===== config.mk =====
export PLATFORM = sky130hd
export DESIGN_NAME = i2c_scl_sync
export DESIGN_NICKNAME = d
export VERILOG_FILES = /design/src/rtl/i2c_scl_sync.sv
export SDC_FILE = /design/constraint.sdc
export NUM_CORES = 1
export LEC_CHECK = 0
export ABC_CLOCK_PERIOD_IN_PS = 2620
export BUFFER_PORTS_ARGS = -buffer_cell sky130_fd_sc_hd__buf_2
export CAP_MARGIN = 20
export CORE_MARGIN = 2
export CORE_UTILIZATION = 45
export CTS_BUF_LIST = sky130_fd_sc_hd__clkbuf_8 sky130_fd_sc_hd__clkbuf_16
export CTS_CLUSTER_DIAMETER = 30
export DETAILED_ROUTE_END_ITERATION = 10
export PLACE_DENSITY = 0.72
export SLEW_MARGIN = 10
export SYNTH_ARGS = -nofsm -noshare
export SYNTH_HDL_FRONTEND = slang
export SYNTH_SLANG_ARGS = --single-unit

===== constraint.sdc =====
create_clock -name clk -period 2.62 [get_ports clk]
set_input_delay 0.262 -clock clk [delete_from_list [all_inputs] [get_ports clk]]
set_output_delay 0.262 -clock clk [all_outputs]
set_load 0.005 [all_outputs]

===== src/rtl/i2c_scl_sync.sv =====
module i2c_scl_sync #(
  parameter int CW = 8
) (
  input  logic          clk,
  input  logic          rst_n,
  input  logic          enable,
  input  logic [CW-1:0] cfg_high,
  input  logic [CW-1:0] cfg_low,
  input  logic          tick,
  input  logic          scl_in,
  output logic          scl_pull_low
);

  typedef enum logic [1:0] {WAIT_HI, CNT_HI, CNT_LO} phase_t;

  logic          s1, s2, s3, lvl;
  logic [CW-1:0] hi_q, lo_q, cnt;
  phase_t        st;

  always_ff @(posedge clk or negedge rst_n)
    if (!rst_n) begin
      s1 <= 1'b1; s2 <= 1'b1; s3 <= 1'b1; lvl <= 1'b1;
    end else begin
      s1 <= scl_in;
      s2 <= s1;
      s3 <= s2;
      if (s2 == s3) lvl <= s2;
    end

  always_ff @(posedge clk or negedge rst_n)
    if (!rst_n) begin
      hi_q <= '0; lo_q <= '0;
    end else if (!enable) begin
      hi_q <= cfg_high; lo_q <= cfg_low;
    end

  always_ff @(posedge clk or negedge rst_n)
    if (!rst_n) begin
      st <= WAIT_HI; cnt <= '0;
    end else if (!enable) begin
      st <= WAIT_HI; cnt <= '0;
    end else begin
      unique case (st)
        WAIT_HI: if (lvl) begin st <= CNT_HI; cnt <= '0; end
        CNT_HI:
          if (!lvl) begin
            st <= CNT_LO; cnt <= '0;
          end else if (tick) begin
            if (cnt == hi_q) begin st <= CNT_LO; cnt <= '0; end
            else cnt <= cnt + 1'b1;
          end
        CNT_LO:
          if (lvl) cnt <= '0;
          else if (tick) begin
            if (cnt == lo_q) begin st <= WAIT_HI; cnt <= '0; end
            else cnt <= cnt + 1'b1;
          end
        default: begin st <= WAIT_HI; cnt <= '0; end
      endcase
    end

  assign scl_pull_low = (st == CNT_LO);

  a_r1_off_released: assert property (@(posedge clk) disable iff (!rst_n)
    !enable |=> (!scl_pull_low && cnt == '0));

  a_r2_cfg_frozen: assert property (@(posedge clk) disable iff (!rst_n)
    (enable && $past(enable)) |-> ($stable(hi_q) && $stable(lo_q)));

  a_r5_wait_released: assert property (@(posedge clk) disable iff (!rst_n)
    (enable && st == WAIT_HI && !lvl) |=> !scl_pull_low);

  a_r6_early_low: assert property (@(posedge clk) disable iff (!rst_n)
    (enable && st == CNT_HI && !lvl) |=> scl_pull_low);

  a_r7_tick_only: assert property (@(posedge clk) disable iff (!rst_n)
    (cnt != $past(cnt) && cnt != '0) |-> $past(tick));

  a_r3_lo_bound: assert property (@(posedge clk) disable iff (!rst_n)
    (st == CNT_LO) |-> (cnt <= lo_q));

  a_r4_hi_bound: assert property (@(posedge clk) disable iff (!rst_n)
    (st == CNT_HI) |-> (cnt <= hi_q));

endmodule


==> results.md <==
- Status: completed
- Port Buffer Count: 21
- Routed WL: 3122 um
- Reg clk slew, reported paths: approximately 60 ps
- Worst Hold Class: in -> async
- VDD IR max: approximately 0.4 mV
- Drt pass-1 iters: 5
- All-Layer GR Usage: roughly 19%
- Worst Setup Start Kind: register
- Starting density of the core: between 40% and 50%
- Crit path kind: reg -> reg
- Sequential cell area fraction in the yosys report: between 40% and 50%
- Arr. time, crit path: 1900 ps
- Post-layout min period: between 1500 and 2000 ps
- Post-synth cell types: 37
- Post-DR vias/cell: 5.307
- Rows: 21
- Number of flops mapped to enable cells by yosys: 0
- Core Region: between 0.003 and 0.004 sq mm
- Synth Net Count: roughly 170
- Synth Instances: 147
- Non-filler cells, final: 215
- Mapped cell area: 0.001620 sq mm
- Post-synth ARST share: 100.0%
- Largest net degree at the start of global routing: 31
- Clock Tree Buf Depth: 2
- CTS H-tree depth: 2
- Critical Path, Cell by Cell: xnor2_1 -> nand4_1 -> o21a_2 -> nor2_2 -> o211ai_1
- Layout cell share with drive strength beyond 1: a little over a third
- Ys Warns: 0
- Area delta synth->final: 16.29%
- Worst rel slew slack: 56.67%
- Area of the multi-input gates: approximately 800 sq um
- # fillers: 301
- Slew Viols, Final: 0
- TritonCTS clock tree: yes
- Placed Area: 0.001742 sq mm
- Vias in the first global route: between 1000 and 1500
- # Post-CTS Setup Buffers: 0
- F_max: 572.9 MHz
- Area of the die: approximately 0.004 sq mm
- Main synth FF type: dfrtp_1
- Highest net fanout along the worst path: 8
- Power per cell area: 739.9 mW/mm^2
- Post-route design area: approximately 0.0019 sq mm
- FF+latch area: ~760 sq um
- IO Count: 22
- First-pass GRT wire length: roughly 5600 um
- CTS buffer count: 5
- Worst skew pair latency: 280 ps
- Final GP Congestion: between 0.8 and 0.9
- Max-Cap Viols: 0
- N_diodes: 0
- Slowest cell on crit path: dfrtp_1
- Vias: about 1100
- DRC: 0
- Total power: roughly 1.4 mW
- WP data required: between 2000 and 3000 ps
- Initial antenna violation count: 0
- RSZ-0062 raised after global routing: no
- Worst-Margin Slew: 649.9 ps
- # placed instances: 207
- Gr ovfl total: 0
- Die X: about 64 um
- Post-route setup TNS: 0 ps
- CTS Hold Buffers Added: 0
- Clock root buffer: clkbuf_8
- Avg Cell Area, Syn: around 11 sq um
- Max incr delay on CP: 480 ps
- Fin. Hold Viols: 0
- Antenna-violating nets left: 0
- Fin worst setup slack: about 870 ps
- Layout net count: approximately 190
- Placed wire-length estimate: around 2400 um
- Clk sinks: 30
- Post-synthesis register bit count: 30
- Crit path buf inv count: 0
- CP Capture Type: register
- Final setup violating endpoints: 0
- DR WL/cell: ~15 um
- Static leakage: approximately 0.75 nW
- CP delay by family, top: flip-flops
- Period utilization: about two thirds
- Vert. Die Dim: between 60 and 70 um
- Post-place setup slack: just under 900 ps
- DRT iter0 DRCs: 52
- Post-CTS Resized: 0
- Worst clock skew: ~1.3 ps
## placed cells by master (no fill, tap or decap), types with 5 or more instances in the layout
cell type,instances
clkbuf_8,6
mux2_2,16
o211ai_1,7
dfrtp_1,26
buf_2,21
nand2_1,17
xnor2_1,16
nor2_1,5
inv_1,5
## sequential cells by signal, indices dropped and copies added (netlist names)
register	cells
s2	1
s1	1
lvl	1
hi_q	8
s3	1
cnt	8
lo_q	8
st	2
## synth_stat cells (2+ instances only)
| cell type | instances | area, sq um |
|---|---|---|
| a21oi_1 | 2 | 10.01 |
| buf_2 | 6 | 30.03 |
| dfrtp_1 | 26 | 650.6 |
| dfstp_2 | 4 | 105.1 |
| ha_1 | 4 | 50.05 |
| inv_1 | 5 | 18.77 |
| mux2_2 | 16 | 180.2 |
| nand2_1 | 17 | 63.81 |
| nand2b_1 | 2 | 12.51 |
| nand4_1 | 4 | 25.02 |
| nor2_1 | 5 | 18.77 |
| nor3_1 | 2 | 10.01 |
| o211ai_1 | 7 | 52.55 |
| o211ai_2 | 2 | 25.02 |
| o21a_2 | 2 | 17.52 |
| o21ai_0 | 2 | 10.01 |
| o21ai_1 | 4 | 20.02 |
| or3_1 | 3 | 18.77 |
| xnor2_1 | 16 | 140.1 |
## worst reg2reg max path: stages, from the launching register on
cell	delay (ps)
dfrtp_1	480
xnor2_1	250
nand4_1	170
o21a_2	320
nor2_2	270
o211ai_1	140
## power by group
part	leakage, nW	switching [mW]	internal [mW]
combinational	0.315	0.147	0.125
sequential	0.367	0.0352	0.511
clock	0.0714	0.170	0.405
## path summary, 6_finish.rpt
| check | slack (ps) | endpoint | start | depth (start not counted) |
|---|---|---|---|---|
| min in group clk | 80 | s1 | scl_in | 1 |
| max reg2reg | 870 | cnt[4] | cnt[4] | 5 |
| min | 1 | cnt[6] | rst_n | 1 |
| min reg2reg | 360 | s2 | s1 | 0 |
| max in group asynchronous | 2200 | st[1] | rst_n | 1 |
| max | 870 | cnt[4] | cnt[4] | 5 |
## layout make-up
type                       count  area share, %
tap                           46          3.054
multi-input combinational    105          42.70
inverter                       5         0.9960
clock buffer                   6          4.382
clock inverter                 2          3.187
timing repair buffer          21          5.578
sequential                    30          40.11
## metal layers
metal  share of wire (%)  global-route usage [%]  up-vias
met5                   0                       0        -
met2                  50                   29.43       26
met4                 2.4                   8.967        0
li1                    -                       -      558
met3                 4.8                   5.986        6
met1                  43                   22.69      551
## logic make-up (layout without fill, tap and decap cells)
family                     Yosys count  in the layout  share of synthesized area, %
xor gates and xnor gates            16             16                         8.648
buffers and inverters               12             34                         3.707
AOI/OAI and AO/OA                   27             27                         13.51
and+or+nand+nor                     41             41                         12.66
adders and majority gates            5              5                         3.707
muxes                               16             16                         11.12
DFF                                 30             30                         46.64
## through the flow
stage | utilization, % | hold slack (ps)
after global placement | 51.38 | 317.4
after global routing | 55.59 | 52.19
after floorplan | - | -33.59
after CTS | 55.59 | 20.26
final | 55.59 | 1.445
after detailed placement | 51.38 | 327.6
No activity file was read; power rests on OpenSTA's default activity.
